===== src/rtl/codec_xctl_pkg.sv =====
// Package: shared index constants and bit positions for the extended
// control register bank. Assumes 8-bit registers and 5-bit indexes.
package codec_xctl_pkg;
    localparam int XCNT = 7;                       // extended registers 0x12..0x18
    localparam logic [4:0] X_BASE    = 5'h12;
    localparam logic [4:0] X_ADC     = 5'h12;
    localparam logic [4:0] X_DAC     = 5'h13;
    localparam logic [4:0] X_RSV_A   = 5'h14;
    localparam logic [4:0] X_RSV_B   = 5'h15;
    localparam logic [4:0] X_WT_L    = 5'h16;
    localparam logic [4:0] X_WT_R    = 5'h17;
    localparam logic [4:0] X_ROUTE   = 5'h18;
    // offsets into the extended array
    localparam int XO_ADC   = 0;
    localparam int XO_DAC   = 1;
    localparam int XO_RSV_A = 2;
    localparam int XO_RSV_B = 3;
    localparam int XO_WT_L  = 4;
    localparam int XO_WT_R  = 5;
    localparam int XO_ROUTE = 6;
    // main-space indexes held here
    localparam logic [4:0] M_AUX1_L  = 5'd2;
    localparam logic [4:0] M_AUX1_R  = 5'd3;
    localparam logic [4:0] M_DAC2_L  = 5'd18;
    localparam logic [4:0] M_DAC2_R  = 5'd19;
    localparam logic [4:0] M_CFG3D   = 5'h1B;
    localparam int MCNT = 5;
    localparam int MW_AUX1_L = 0;
    localparam int MW_AUX1_R = 1;
    localparam int MW_DAC2_L = 2;
    localparam int MW_DAC2_R = 3;
    localparam int MW_CFG3D  = 4;
    // routing register bit positions
    localparam int RB_PORTA = 7;
    localparam int RB_RSV   = 6;
    localparam int RB_REMAP = 5;
    localparam int RB_3D    = 4;
    localparam int RB_DSP   = 3;
    localparam int RB_HOLD  = 2;
    localparam int RB_ALT   = 1;
    localparam int RB_LOOP  = 0;
    localparam int WT_MUTE_BIT = 7;
    localparam int CFG_3D_BIT  = 0;
endpackage


===== src/rtl/codec_xctl_dec.sv =====
// Index decoder: holds the space flag and index written via the index
// port and turns data-port strobes into per-register write enables.
// Assumes at most one strobe per cycle is meaningful; idx_we wins.
module codec_xctl_dec
    import codec_xctl_pkg::*;
#(
    parameter int IW = 5
) (
    input  logic            clk,
    input  logic            rst_n,
    input  logic            idx_we,
    input  logic            data_we,
    input  logic [IW:0]     idx_in,
    output logic            cur_ext,
    output logic [IW-1:0]   cur_idx,
    output logic [XCNT-1:0] x_we,
    output logic [MCNT-1:0] m_we
);
    // Purpose: capture index and space flag on an index write.
    always_ff @(posedge clk) begin
        if (!rst_n) begin
            cur_ext <= 1'b0;
            cur_idx <= '0;
        end else if (idx_we) begin
            cur_ext <= idx_in[IW];
            cur_idx <= idx_in[IW-1:0];
        end
    end

    logic dwr;
    assign dwr = data_we && !idx_we;

    // Purpose: one write enable per extended register.
    for (genvar i = 0; i < XCNT; i++) begin : g_xwe
        assign x_we[i] = dwr && cur_ext && (cur_idx == X_BASE + IW'(i));
    end

    // Purpose: write enables for the main-space registers held here.
    always_comb begin
        m_we = '0;
        if (dwr && !cur_ext) begin
            m_we[MW_AUX1_L] = (cur_idx == M_AUX1_L);
            m_we[MW_AUX1_R] = (cur_idx == M_AUX1_R);
            m_we[MW_DAC2_L] = (cur_idx == M_DAC2_L);
            m_we[MW_DAC2_R] = (cur_idx == M_DAC2_R);
            m_we[MW_CFG3D]  = (cur_idx == M_CFG3D);
        end
    end

    AST_ONE_WRITE: assert property (@(posedge clk) disable iff (!rst_n)
        $onehot0({x_we, m_we}));
    AST_IDX_LOAD: assert property (@(posedge clk) disable iff (!rst_n)
        idx_we |=> (cur_idx == $past(idx_in[IW-1:0])));
endmodule


===== src/rtl/codec_xctl_xbank.sv =====
// Extended register storage plus the aliased main config location.
// Mute bits reset to the inverse of the strap; the 3D bit is one flop
// reachable from two addresses. Assumes one write enable per cycle.
module codec_xctl_xbank
    import codec_xctl_pkg::*;
#(
    parameter int DW = 8
) (
    input  logic              clk,
    input  logic              rst_n,
    input  logic              wt_strap,
    input  logic [XCNT-1:0]   x_we,
    input  logic              cfg_we,
    input  logic [DW-1:0]     wdata,
    output logic [XCNT*DW-1:0] x_flat,
    output logic [DW-1:0]     cfg_rd
);
    logic          en3d_q;
    logic [DW-2:0] cfg_hi_q;
    logic [DW-1:0] xr [XCNT];

    for (genvar i = 0; i < XCNT; i++) begin : g_x
        if (i == XO_ROUTE) begin : g_route
            logic [DW-2:0] rt_q;
            // Purpose: routing bits other than the shared 3D flop.
            always_ff @(posedge clk) begin
                if (!rst_n)
                    rt_q <= '0;
                else if (x_we[i])
                    rt_q <= {wdata[DW-1:RB_3D+1], wdata[RB_3D-1:0]};
            end
            assign xr[i] = {rt_q[DW-2:RB_3D], en3d_q, rt_q[RB_3D-1:0]};
        end else if (i == XO_WT_L || i == XO_WT_R) begin : g_wt
            logic [DW-1:0] wt_q;
            // Purpose: mute byte whose top bit resets from the strap.
            always_ff @(posedge clk) begin
                if (!rst_n)
                    wt_q <= {!wt_strap, {(DW-1){1'b0}}};
                else if (x_we[i])
                    wt_q <= wdata;
            end
            assign xr[i] = wt_q;
        end else begin : g_plain
            logic [DW-1:0] pl_q;
            // Purpose: plain byte register (rates and reserved bytes).
            always_ff @(posedge clk) begin
                if (!rst_n)
                    pl_q <= '0;
                else if (x_we[i])
                    pl_q <= wdata;
            end
            assign xr[i] = pl_q;
        end
        assign x_flat[i*DW +: DW] = xr[i];
    end

    // Purpose: shared 3D-enable flop written from either address.
    always_ff @(posedge clk) begin
        if (!rst_n)
            en3d_q <= 1'b0;
        else if (x_we[XO_ROUTE])
            en3d_q <= wdata[RB_3D];
        else if (cfg_we)
            en3d_q <= wdata[CFG_3D_BIT];
    end

    // Purpose: remaining bits of the main config byte.
    always_ff @(posedge clk) begin
        if (!rst_n)
            cfg_hi_q <= '0;
        else if (cfg_we)
            cfg_hi_q <= wdata[DW-1:1];
    end

    assign cfg_rd = {cfg_hi_q, en3d_q};

    AST_STRAP_MUTE: assert property (@(posedge clk) disable iff (!rst_n)
        $rose(rst_n) |-> (xr[XO_WT_L][WT_MUTE_BIT] == !$past(wt_strap)
                          && xr[XO_WT_R][WT_MUTE_BIT] == !$past(wt_strap)));
    AST_ALIAS_CFG: assert property (@(posedge clk) disable iff (!rst_n)
        cfg_we |=> (xr[XO_ROUTE][RB_3D] == $past(wdata[CFG_3D_BIT])));
    AST_ALIAS_ROUTE: assert property (@(posedge clk) disable iff (!rst_n)
        x_we[XO_ROUTE] |=> (cfg_rd[CFG_3D_BIT] == $past(wdata[RB_3D])));
    AST_RSV_QUIET: assert property (@(posedge clk) disable iff (!rst_n)
        (x_we[XO_RSV_A] || x_we[XO_RSV_B]) |=>
            ($stable(xr[XO_ADC]) && $stable(xr[XO_DAC]) && $stable(xr[XO_ROUTE])
             && $stable(xr[XO_WT_L]) && $stable(xr[XO_WT_R])));
    AST_RATE_LOAD: assert property (@(posedge clk) disable iff (!rst_n)
        x_we[XO_ADC] |=> (xr[XO_ADC] == $past(wdata)));
endmodule


===== src/rtl/codec_xctl_vol.sv =====
// Volume registers for AUX1 and DAC2. When remap is set, a DAC2
// volume write also lands in the matching AUX1 register. Assumes the
// remap value seen is the one held before the current write.
module codec_xctl_vol
    import codec_xctl_pkg::*;
#(
    parameter int DW = 8
) (
    input  logic            clk,
    input  logic            rst_n,
    input  logic [MCNT-1:0] m_we,
    input  logic            remap,
    input  logic [DW-1:0]   wdata,
    output logic [DW-1:0]   aux1_l,
    output logic [DW-1:0]   aux1_r,
    output logic [DW-1:0]   dac2_l,
    output logic [DW-1:0]   dac2_r
);
    logic ld_aux_l, ld_aux_r;
    assign ld_aux_l = m_we[MW_AUX1_L] || (remap && m_we[MW_DAC2_L]);
    assign ld_aux_r = m_we[MW_AUX1_R] || (remap && m_we[MW_DAC2_R]);

    // Purpose: AUX1 volume pair, direct or mirrored from DAC2 writes.
    always_ff @(posedge clk) begin
        if (!rst_n) begin
            aux1_l <= '0;
            aux1_r <= '0;
        end else begin
            if (ld_aux_l) aux1_l <= wdata;
            if (ld_aux_r) aux1_r <= wdata;
        end
    end

    // Purpose: DAC2 volume pair.
    always_ff @(posedge clk) begin
        if (!rst_n) begin
            dac2_l <= '0;
            dac2_r <= '0;
        end else begin
            if (m_we[MW_DAC2_L]) dac2_l <= wdata;
            if (m_we[MW_DAC2_R]) dac2_r <= wdata;
        end
    end

    AST_REMAP_COPY: assert property (@(posedge clk) disable iff (!rst_n)
        (remap && m_we[MW_DAC2_L]) |=> (aux1_l == dac2_l));
    AST_NOREMAP_HOLD: assert property (@(posedge clk) disable iff (!rst_n)
        (!remap && m_we[MW_DAC2_R] && !m_we[MW_AUX1_R]) |=> $stable(aux1_r));
    AST_DAC2_ONLY_WRITE: assert property (@(posedge clk) disable iff (!rst_n)
        (m_we[MW_AUX1_L]) |=> $stable(dac2_l));
endmodule


===== src/rtl/codec_xctl_regs.sv =====
// Top: extended control register bank of an audio codec. Index port,
// data port and combinational read mux; decoded controls to the datapath.
// Assumes a synchronous single-cycle bus strobe in the clk domain.
module codec_xctl_regs
    import codec_xctl_pkg::*;
#(
    parameter int DW = 8,
    parameter int IW = 5
) (
    input  logic          clk,
    input  logic          rst_n,
    input  logic          wt_strap,
    input  logic          idx_we,
    input  logic          data_we,
    input  logic [DW-1:0] wdata,
    output logic [DW-1:0] rdata,
    output logic [DW-1:0] adc_rate,
    output logic [DW-1:0] dac_rate,
    output logic          wt_mute_l,
    output logic          wt_mute_r,
    output logic          port_a_en,
    output logic          aux1_remap,
    output logic          en_3d,
    output logic          dsp_to_dac1,
    output logic          play_hold,
    output logic          alt_port_en,
    output logic          dig_loop,
    output logic [DW-1:0] aux1_vol_l,
    output logic [DW-1:0] aux1_vol_r,
    output logic [DW-1:0] dac2_vol_l,
    output logic [DW-1:0] dac2_vol_r
);
    logic               cur_ext;
    logic [IW-1:0]      cur_idx;
    logic [XCNT-1:0]    x_we;
    logic [MCNT-1:0]    m_we;
    logic [XCNT*DW-1:0] x_flat;
    logic [DW-1:0]      cfg_rd;
    logic [DW-1:0]      route;

    codec_xctl_dec #(.IW(IW)) u_dec (
        .clk(clk), .rst_n(rst_n), .idx_we(idx_we), .data_we(data_we),
        .idx_in(wdata[IW:0]), .cur_ext(cur_ext), .cur_idx(cur_idx),
        .x_we(x_we), .m_we(m_we)
    );

    codec_xctl_xbank #(.DW(DW)) u_xbank (
        .clk(clk), .rst_n(rst_n), .wt_strap(wt_strap), .x_we(x_we),
        .cfg_we(m_we[MW_CFG3D]), .wdata(wdata), .x_flat(x_flat), .cfg_rd(cfg_rd)
    );

    codec_xctl_vol #(.DW(DW)) u_vol (
        .clk(clk), .rst_n(rst_n), .m_we(m_we), .remap(aux1_remap), .wdata(wdata),
        .aux1_l(aux1_vol_l), .aux1_r(aux1_vol_r),
        .dac2_l(dac2_vol_l), .dac2_r(dac2_vol_r)
    );

    assign route       = x_flat[XO_ROUTE*DW +: DW];
    assign adc_rate    = x_flat[XO_ADC*DW +: DW];
    assign dac_rate    = x_flat[XO_DAC*DW +: DW];
    assign wt_mute_l   = x_flat[XO_WT_L*DW + WT_MUTE_BIT];
    assign wt_mute_r   = x_flat[XO_WT_R*DW + WT_MUTE_BIT];
    assign port_a_en   = route[RB_PORTA];
    assign aux1_remap  = route[RB_REMAP];
    assign en_3d       = route[RB_3D];
    assign dsp_to_dac1 = route[RB_DSP];
    assign play_hold   = route[RB_HOLD];
    assign alt_port_en = route[RB_ALT];
    assign dig_loop    = route[RB_LOOP];

    // Purpose: combinational read of the register the index selects.
    always_comb begin
        rdata = '0;
        if (cur_ext) begin
            for (int i = 0; i < XCNT; i++)
                if (cur_idx == X_BASE + IW'(i))
                    rdata = x_flat[i*DW +: DW];
        end else begin
            unique case (cur_idx)
                M_AUX1_L: rdata = aux1_vol_l;
                M_AUX1_R: rdata = aux1_vol_r;
                M_DAC2_L: rdata = dac2_vol_l;
                M_DAC2_R: rdata = dac2_vol_r;
                M_CFG3D:  rdata = cfg_rd;
                default:  rdata = '0;
            endcase
        end
    end

    AST_ROUTE_RESET: assert property (@(posedge clk) disable iff (!rst_n)
        $rose(rst_n) |-> (route == '0));
    AST_DAC_RATE_LOAD: assert property (@(posedge clk) disable iff (!rst_n)
        (data_we && !idx_we && cur_ext && cur_idx == X_DAC) |=> (dac_rate == $past(wdata)));
endmodule


===== config.mk =====
export PLATFORM = sky130hd
export DESIGN_NAME = codec_xctl_regs
export DESIGN_NICKNAME = d
export VERILOG_FILES = /design/src/rtl/codec_xctl_pkg.sv /design/src/rtl/codec_xctl_dec.sv /design/src/rtl/codec_xctl_xbank.sv /design/src/rtl/codec_xctl_vol.sv /design/src/rtl/codec_xctl_regs.sv
export SDC_FILE = /design/constraint.sdc
export NUM_CORES = 1
export LEC_CHECK = 0
export ABC_AREA = 1
export BUFFER_PORTS_ARGS = -buffer_cell sky130_fd_sc_hd__buf_2
export CORE_ASPECT_RATIO = 0.7
export CORE_MARGIN = 5
export CORE_UTILIZATION = 25
export DETAILED_ROUTE_END_ITERATION = 8
export GPL_TIMING_DRIVEN = 0
export MAX_ROUTING_LAYER = met4
export SLEW_MARGIN = 20
export SYNTH_ARGS = -nofsm -noshare
export SYNTH_HDL_FRONTEND = slang
export SYNTH_SLANG_ARGS = --single-unit
export TNS_END_PERCENT = 5

===== constraint.sdc =====
create_clock -name clk -period 5.45 [get_ports clk]
set_input_delay 1.3625 -clock clk [delete_from_list [all_inputs] [get_ports clk]]
set_output_delay 1.3625 -clock clk [all_outputs]
set_load 0.01 [all_outputs]

# Yosys cells after proc, flatten, opt, wreduce, memory -nomap -nowiden

Cells that the tools add are included.

Equality and inequality tests: 12
Mux-type cells: 16
Reductions and logical operators: 18

Operators with widths:

| cell                                                 | count |
|---|---|
| two-way mux 8 bit                                    | 12 |
| equality test 5 bit (second input constant)          | 8 |
| case mux 8 bit (5 select lines)                      | 1 |
| logical AND 1 bit                                    | 12 |
| equality test 5 x 2 -> 1 bit (second input constant) | 2 |
| two-way mux 5 bit                                    | 1 |
| != test 2 x 1 -> 1 bit (second input constant)       | 2 |
| logical NOT 1 bit                                    | 3 |
| logical OR 1 bit                                     | 2 |
| two-way mux 1 bit                                    | 2 |
| nonzero test 2 bit                                   | 1 |

Bits in registers: 101
Bits of input ports: 13
Output and inout port bits: 65
Logic and storage cells: 63

# Depth between registers and ports, before layout

Gate-level depths: netlist of the first run.

Depth after elaboration: 9
Mapped depth: 11

# Modules after synthesis

A second synthesis of the first run with hierarchy kept.

Cells, all modules: 748
Area, all modules: 5024.8 um^2

By module, submodules not included:

| module           | times used | cells an instance | area each (um^2) |
|---|---|---|---|
| codec_xctl_xbank | 1          | 284               | 2242.2 |
| codec_xctl_vol   | 1          | 175               | 1315.0 |
| codec_xctl_regs  | 1          | 225               | 1063.5 |
| codec_xctl_dec   | 1          | 64                | 404.1 |

# Least setup slack after synthesis of the first run

OpenSTA, ideal clock, no wires.

Path type: reg2out
From: register u_dec.cur_idx[1]
To: output port rdata[0]
Arrival: 1.342 ns
Data required time: 4.088 ns
Setup slack: 2.745 ns
Cell stages (with the launch flop): 9
Path through: dfxtp_1 inv_2 nor2_4 nand2_2 nor2_1 nand2_1 nand4_1 nand2_1 nand2_1

Word-level cells in the longest chain between the ends: 9

Ends and longest elaborated chain:

| element                         | RTL line                                     | text |
|---|---|---|
| from (decl)                     | codec_xctl_dec.sv:15                         | `output logic [IW-1:0] cur_idx,` |
| from (signal assigned)          | codec_xctl_dec.sv:26                         | `cur_idx <= idx_in[IW-1:0];` |
| equality test 5 bit             | codec_xctl_regs.sv:76, codec_xctl_regs.sv:79 |  |
| two-way mux 8 bit (7 in series) | codec_xctl_regs.sv:76                        | `if (cur_idx == X_BASE + IW'(i))` |
| two-way mux 8 bit (*)           | codec_xctl_regs.sv:74                        | `if (cur_ext) begin` |
| to (decl)                       | codec_xctl_regs.sv:16                        | `output logic [DW-1:0] rdata,` |

Every way passes the cells marked *; elsewhere a longest branch is shown, timed or not.

# Worst setup path after layout of the first run

From: register u_dec.cur_idx[3]
To: output port rdata[5]

Same word-level chain as after synthesis.

==> results of run 1 <==
[report_power, final]
part / total (uW) / internal [uW] / switching (uW)
Clock: 676 / 381 / 295
Combinational: 96.8 / 24.7 / 72.0
Sequential: 754 / 747 / 7.64
Total: 1530 / 1150 / 375
[synthesized netlist by cell type]
cell type       count  share of area [%]
nand2_4             2               0.51
nand3_1             7               0.79
clkinv_2            1               0.11
dlymetal6s2s_1      1               0.28
nor2_2              4               0.56
edfxtp_1            2                1.3
clkinv_4            1               0.20
buf_1               1              0.084
buf_2               5               0.56
inv_1              24                2.0
inv_2               7               0.59
nor2_4              9                2.3
buf_4               8                1.3
buf_12              1               0.45
a211oi_4            1               0.45
a22oi_1             8                1.3
dfxtp_1            99                 45
dlygate4sd1_1       2               0.39
nor3_4              1               0.37
nand3_2             1               0.22
clkbuf_1           15                1.3
o21ai_1             6               0.67
o21ai_0            92                 10
nor2_1             25                2.1
or2_2               1               0.14
o21ai_2             2               0.39
clkinv_1            4               0.34
nand4_1            28                3.9
a21oi_2             6                1.2
nor3_1              2               0.22
nand2_1            92                7.8
nand4_2             1               0.28
a21oi_1            99                 11
nand2_2             3               0.42
buf_6               5                1.3
clkbuf_2            1               0.11
[per-layer routing]
metal  wire [um]  vias up
met4         111        0
li1            -     2124
met1        8220     2056
met2        6456      195
met3        1384       10
met5           0        -
[final timing paths]
| check | start | endpoint | slack, ns |
|---|---|---|---|
| worst max-delay path | u_dec.cur_idx[3]$_SDFFE_PN0P_ | rdata[5] | 1.80 |
| worst min-delay path | u_xbank.g_x[4].g_wt.wt_q[5]$_SDFFE_PN0P_ | u_xbank.g_x[4].g_wt.wt_q[5]$_SDFFE_PN0P_ | 0.53 |
| worst max register to register | u_dec.cur_idx[1]$_SDFFE_PN0P_ | u_xbank.cfg_hi_q[6]$_SDFFE_PN0P_ | 3.68 |
| worst min register to register | u_xbank.g_x[4].g_wt.wt_q[5]$_SDFFE_PN0P_ | u_xbank.g_x[4].g_wt.wt_q[5]$_SDFFE_PN0P_ | 0.53 |
[metrics by stage]
| step | utilization (%) | power (uW) | instances |
|---|---|---|---|
| floorplan | - | 827.2 | 567 |
| global placement | 29.57 | 866.1 | 874 |
| detailed placement | 29.57 | 866.6 | 874 |
| CTS | 31.35 | 1528 | 889 |
| global route | 31.35 | 1571 | 889 |
| finish | 31.35 | 1528 | 889 |
[logic make-up (layout without fill, tap and decap cells)]
family | count (synthesis) | count (layout) | share of synthesized area, %
buf+inv | 76 | 167 | 9.022
flops | 101 | 101 | 45.87
simple gates | 176 | 176 | 19.59
compound gates | 214 | 214 | 25.52
[registers in the layout, indices dropped and copies added (netlist names), 5 cells and up]
register	count
u_xbank.g_x.g_wt.wt_q	16
u_xbank.g_x.g_plain.pl_q	32
u_vol.aux1_r	8
u_vol.aux1_l	8
u_xbank.g_x.g_route.rt_q	7
u_dec.cur_idx	5
u_xbank.cfg_hi_q	7
u_vol.dac2_l	8
u_vol.dac2_r	8
[worst min-delay path, cell delays in order (launching register included)]
cell and delay, ns:
dfxtp_1 0.33, o21ai_1 0.08, a21oi_2 0.09
[final cells by class]
| class | instances | area, um2 |
|---|---|---|
| fillers | 1920 | 11890 |
| flip-flops and latches | 101 | 2042 |
| multi-input cells | 390 | 2008 |
| repair buffers | 76 | 380.4 |
| well taps | 231 | 289.0 |
| plain buffers | 39 | 256.5 |
| clock buffers | 11 | 252.7 |
| inverters | 37 | 145.1 |
| clock inverters | 4 | 55.05 |
==> flow_metrics.env, run 1 <==
export IMPL_status="completed"
export IMPL_drt_initial_drc_count=483
export IMPL_end_kind="output pin"
export IMPL_drtAntennaViolNets=0
export IMPL_critPathLaunchType="flip-flop"
export IMPL_worstHoldPathCells=2
export IMPL_reg2regPathDepth=7
export IMPL_areaGrowthSynthToFinish_pct=21.95
export IMPL_tightest_slew_ns=0.8167
export IMPL_vias_per_cell=4.933
export IMPL_min_period_ns=3.647
export IMPL_slowest_delay_ns=0.41
export IMPL_cp_slowest_cell="clkbuf_1"
export IMPL_tns_ns=0
export IMPL_p_per_area_nw_per_um2=281.4
export IMPL_ys_warn_count=0
export IMPL_rows=40
export IMPL_setup_violations=0
export IMPL_clock_fmax_mhz=274.2
export IMPL_syn_nets=580
export IMPL_synthesis_area_um2=4452
export IMPL_cts_sinks=101
export IMPL_wl_mm=16.17
export IMPL_seq_area_frac_synth_pct=45.87
export IMPL_hold_viol_final=0
export IMPL_postCtsHoldBufs=0
export IMPL_die_h_um=121.6
export IMPL_synth_cell_types=36
export IMPL_drive_gt1_share_pct=22.95
export IMPL_grtUsageMet2_pct=21.29
export IMPL_fin_skew_ns=0.006875
export IMPL_grt_pass1_wl_mm=24.84
export IMPL_cp_required_ns=4.09
export IMPL_track_usage_pct=16.04
export IMPL_cts_setup_buffers=0
export IMPL_p_leak_uw=0.002328
export IMPL_grt_busiest_layer="met1"
export IMPL_use_met1_pct=24.37
export IMPL_core_area_um2=17320
export IMPL_hold_slack_ns=0.5306
export IMPL_initial_utilization_pct=25.71
export IMPL_path_cells="nor2_2, nand2_1, nor2_2, clkbuf_1, nand2_1, nand2_1, nor2_1, nand4_1, nand2_1, nand2_1, buf_2"
export IMPL_dp_hpwl_mm=12.05
export IMPL_grtUsageMet3_pct=4.152
export IMPL_maxCapViolations=0
export IMPL_port_buffers=76
export IMPL_die_w_um=169.5
export IMPL_slew_headroom_pct=45.56
export IMPL_worst_slack_ns=1.803
export IMPL_worstPathArrival_ns=2.28
export IMPL_hp_class="flip-flop to flip-flop"
export IMPL_fin_area_um2=5429
export IMPL_final_nets=667
export IMPL_report_final_slew_viol_count=0
export IMPL_vias=4385
export IMPL_cp_depth=11
export IMPL_antenna_found_initial=0
export IMPL_worst_path_max_fanout=10
export IMPL_post_route_drc_count=0
export IMPL_wire_per_inst_um=18.19
export IMPL_diodes=0
export IMPL_syn_inst=567
export IMPL_dpl_cell_area_um2=5121
export IMPL_place_ws_ns=2.236
export IMPL_routabilityCongestion=0.8982
export IMPL_peakVddDrop_mv=0.1481
export IMPL_numCtsBuffers=9
export IMPL_cts_htree_levels=3
export IMPL_path_buf_inv=2
export IMPL_tritoncts="done"
export IMPL_crit_top_cell="nand2_1"
export IMPL_final_cell_mix="a21oi_1, dfxtp_1, nand2_1, o21ai_0, buf_2"
export IMPL_clock_latency_ns=0.35
export IMPL_cts_resized=0
export IMPL_path_clk_slew_ns=0.07
export IMPL_critPathTopFamily="simple AND/OR/NAND/NOR gates"
export IMPL_grt_start_max_net_pins=17
export IMPL_root_buffer="clkbuf_16"
export IMPL_grt_pass1_vias=4114
export IMPL_finalCritPeriodShare_pct=66.92
export IMPL_synth_seq_cells=101
export IMPL_worstSetupPathType="flip-flop to output pin"
export IMPL_drt_pass1_iter_count=5
export IMPL_dieArea_um2=20620
export IMPL_clk_path_buf_depth=2
export IMPL_avgSynthCellArea_um2=7.851
export IMPL_gr_total_overflow=0
export IMPL_grt_setup_unrepaired="no"
export IMPL_io_pins=78
No activity file was read; power rests on OpenSTA's default activity.
==> run 2: changes to the inputs <==
- clock period: 5.45 -> 3.2 ns (I/O delays scaled with it)
==> run 2 against run 1 <==
  * Non-clock buffer count did not move
  * Critical endpoint is now rdata[3]
  * Core utilization hardly changed
  * Final area barely moved
  * Final cell count is the same
  * Sequential share of layout area is essentially flat
  * Count of clock-buffer cells in the layout did not move
  * Via count decreased by 0.23%
  * Total power increased by 70%
  * Register-to-register slack worse by 2.3 ns
  * Clock skew about the same
  * Combinational power rose by 70%
==> flow_metrics.env, run 2 (synthesis results as in run 1) <==
export IMPL_largest_registers="u_xbank.g_x.g_plain.pl_q: 32 flops, u_xbank.g_x.g_wt.wt_q: 16 flops"
export IMPL_slew_headroom_pct=46.09
export IMPL_die_h_um=121.6
export IMPL_drtAntennaViolNets=0
export IMPL_setup_violations=0
export IMPL_finalCritPeriodShare_pct=91.79
export IMPL_dpl_cell_area_um2=5121
export IMPL_vias_per_cell=4.921
export IMPL_cts_sinks=101
export IMPL_end_kind="output pin"
export IMPL_regMostFlops="u_xbank.g_x.g_plain.pl_q"
export IMPL_numCtsBuffers=9
export IMPL_num_fill_cells=1919
export IMPL_drt_initial_drc_count=500
export IMPL_worstPathArrival_ns=2.14
export IMPL_peakVddDrop_mv=0.2490
export IMPL_port_buffers=76
export IMPL_crit_top_cell="nand2_1"
export IMPL_slowest_delay_ns=0.47
export IMPL_worstHoldPathCells=2
export IMPL_fin_area_um2=5430
export IMPL_gr_total_overflow=0
export IMPL_p_leak_uw=0.002332
export IMPL_cts_htree_levels=3
export IMPL_drt_pass1_iter_count=5
export IMPL_use_met1_pct=24.37
export IMPL_grt_start_max_net_pins=17
export IMPL_report_final_slew_viol_count=0
export IMPL_areaGrowthSynthToFinish_pct=21.98
export IMPL_postCtsHoldBufs=0
export IMPL_track_usage_pct=16.04
export IMPL_dieArea_um2=20620
export IMPL_final_nets=667
export IMPL_fin_skew_ns=0.006904
export IMPL_critPathTopFamily="simple AND/OR/NAND/NOR gates"
export IMPL_critPathLaunchType="flip-flop"
export IMPL_worst_path_max_fanout=8
export IMPL_path_cells="inv_2, nor2_4, nand2_2, nor2_1, nand2_1, nand4_1, nand2_1, nand2_1, buf_2"
export IMPL_antenna_found_initial=0
export IMPL_grtUsageMet2_pct=21.29
export IMPL_worstReg2RegEnd="u_xbank.cfg_hi_q[6]$_SDFFE_PN0P_"
export IMPL_root_buffer="clkbuf_16"
export IMPL_rrSetupSlack_ns=1.43
export IMPL_rows=40
export IMPL_hold_viol_final=0
export IMPL_grtUsageMet3_pct=4.152
export IMPL_vias=4375
export IMPL_setup_worst_path_end="rdata[3]"
export IMPL_drive_gt1_share_pct=23.10
export IMPL_post_route_drc_count=0
export IMPL_r2r_start="u_dec.cur_idx[1]$_SDFFE_PN0P_"
export IMPL_cp_required_ns=2.40
export IMPL_dp_hpwl_mm=12.05
export IMPL_startpoint="u_dec.cur_idx[1]$_SDFFE_PN0P_"
export IMPL_clock_fmax_mhz=340.4
export IMPL_wire_per_inst_um=18.17
export IMPL_tns_ns=0
export IMPL_path_clk_slew_ns=0.07
export IMPL_routabilityCongestion=0.8982
export IMPL_tightest_slew_ns=0.8086
export IMPL_tritoncts="done"
export IMPL_cts_resized=0
export IMPL_initial_utilization_pct=25.71
export IMPL_diodes=0
export IMPL_p_per_area_nw_per_um2=478.5
export IMPL_clock_latency_ns=0.35
export IMPL_grt_pass1_wl_mm=24.84
export IMPL_io_pins=78
export IMPL_cp_depth=9
export IMPL_wl_mm=16.15
export IMPL_cts_setup_buffers=0
export IMPL_die_w_um=169.5
export IMPL_maxCapViolations=0
export IMPL_cp_slowest_cell="dfxtp_1"
export IMPL_reg2regPathDepth=7
export IMPL_min_period_ns=2.937
export IMPL_clk_path_buf_depth=2
export IMPL_largest_reg_flops=32
export IMPL_path_buf_inv=2
export IMPL_grt_setup_unrepaired="no"
export IMPL_grt_pass1_vias=4114
export IMPL_status="completed"
export IMPL_grt_busiest_layer="met1"
export IMPL_core_area_um2=17320
export IMPL_worstSetupPathType="flip-flop to output pin"
export IMPL_final_cell_mix="a21oi_1, dfxtp_1, nand2_1, o21ai_0, buf_2"
export IMPL_hp_class="flip-flop to flip-flop"
## run 2: cell counts in the layout (fill, tap and decap cells not counted)
No cell type changed its count.
## run 2: area by class of cell
| type | count | area, um2 | share of cell area (%) |
|---|---|---|---|
| tap | 231 | 289.0 | 5.323 |
| timing repair buffer | 76 | 380.4 | 7.005 |
| multi-input combinational | 390 | 2008 | 36.98 |
| clock buffer | 11 | 252.7 | 4.654 |
| clock inverter | 4 | 55.05 | 1.014 |
| inverter | 37 | 145.1 | 2.673 |
| sequential | 101 | 2042 | 37.60 |
| buffer | 39 | 257.7 | 4.747 |
## run 2: power by group
| part | internal [uW] | switching, uW |
|---|---|---|
| Clock | 650 | 499 |
| Sequential | 1270 | 13.1 |
| Combinational | 42.2 | 123 |
| Total | 1960 | 635 |
## run 2: per-stage QoR
stage	util [%]	instances	total power, uW	setup slack [ns]	hold slack [ns]
CTS	31.35	889	2602	0.1686	0.5292
floorplan	-	567	1409	1.058	0.4924
global placement	29.57	874	1475	0.5868	0.5044
finish	31.36	889	2598	0.2626	0.5306
global route	31.36	889	2675	0.04774	0.5621
detailed placement	29.57	874	1476	0.5488	0.5105
## run 2: tightest hold or removal path: cells and delay by family, from the launching register on
kind | cells | cell delay, ns
flip-flops | 1 | 0.33
AO/OA/AOI/OAI | 2 | 0.17
## run 2: worst min-delay path by stage
stage                                                   to                                         from  slack [ns]
3_5_place_dp      u_xbank.g_x[4].g_wt.wt_q[5]$_SDFFE_PN0P_     u_xbank.g_x[4].g_wt.wt_q[5]$_SDFFE_PN0P_        0.51
2_1_floorplan     u_xbank.g_x[4].g_wt.wt_q[4]$_SDFFE_PN0P_     u_xbank.g_x[4].g_wt.wt_q[4]$_SDFFE_PN0P_        0.49
6_report          u_xbank.g_x[4].g_wt.wt_q[5]$_SDFFE_PN0P_     u_xbank.g_x[4].g_wt.wt_q[5]$_SDFFE_PN0P_        0.53
3_3_place_gp      u_xbank.g_x[4].g_wt.wt_q[4]$_SDFFE_PN0P_     u_xbank.g_x[4].g_wt.wt_q[4]$_SDFFE_PN0P_        0.50
5_1_grt        u_xbank.g_x[2].g_plain.pl_q[5]$_SDFFE_PN0P_  u_xbank.g_x[2].g_plain.pl_q[5]$_SDFFE_PN0P_        0.56
4_1_cts           u_xbank.g_x[4].g_wt.wt_q[5]$_SDFFE_PN0P_     u_xbank.g_x[4].g_wt.wt_q[5]$_SDFFE_PN0P_        0.53
## run 2: layer usage
layer	vias up	wire length, um
met5	-	0
met4	0	86
met3	7	1313
met2	182	6469
met1	2063	8284
li1	2123	-
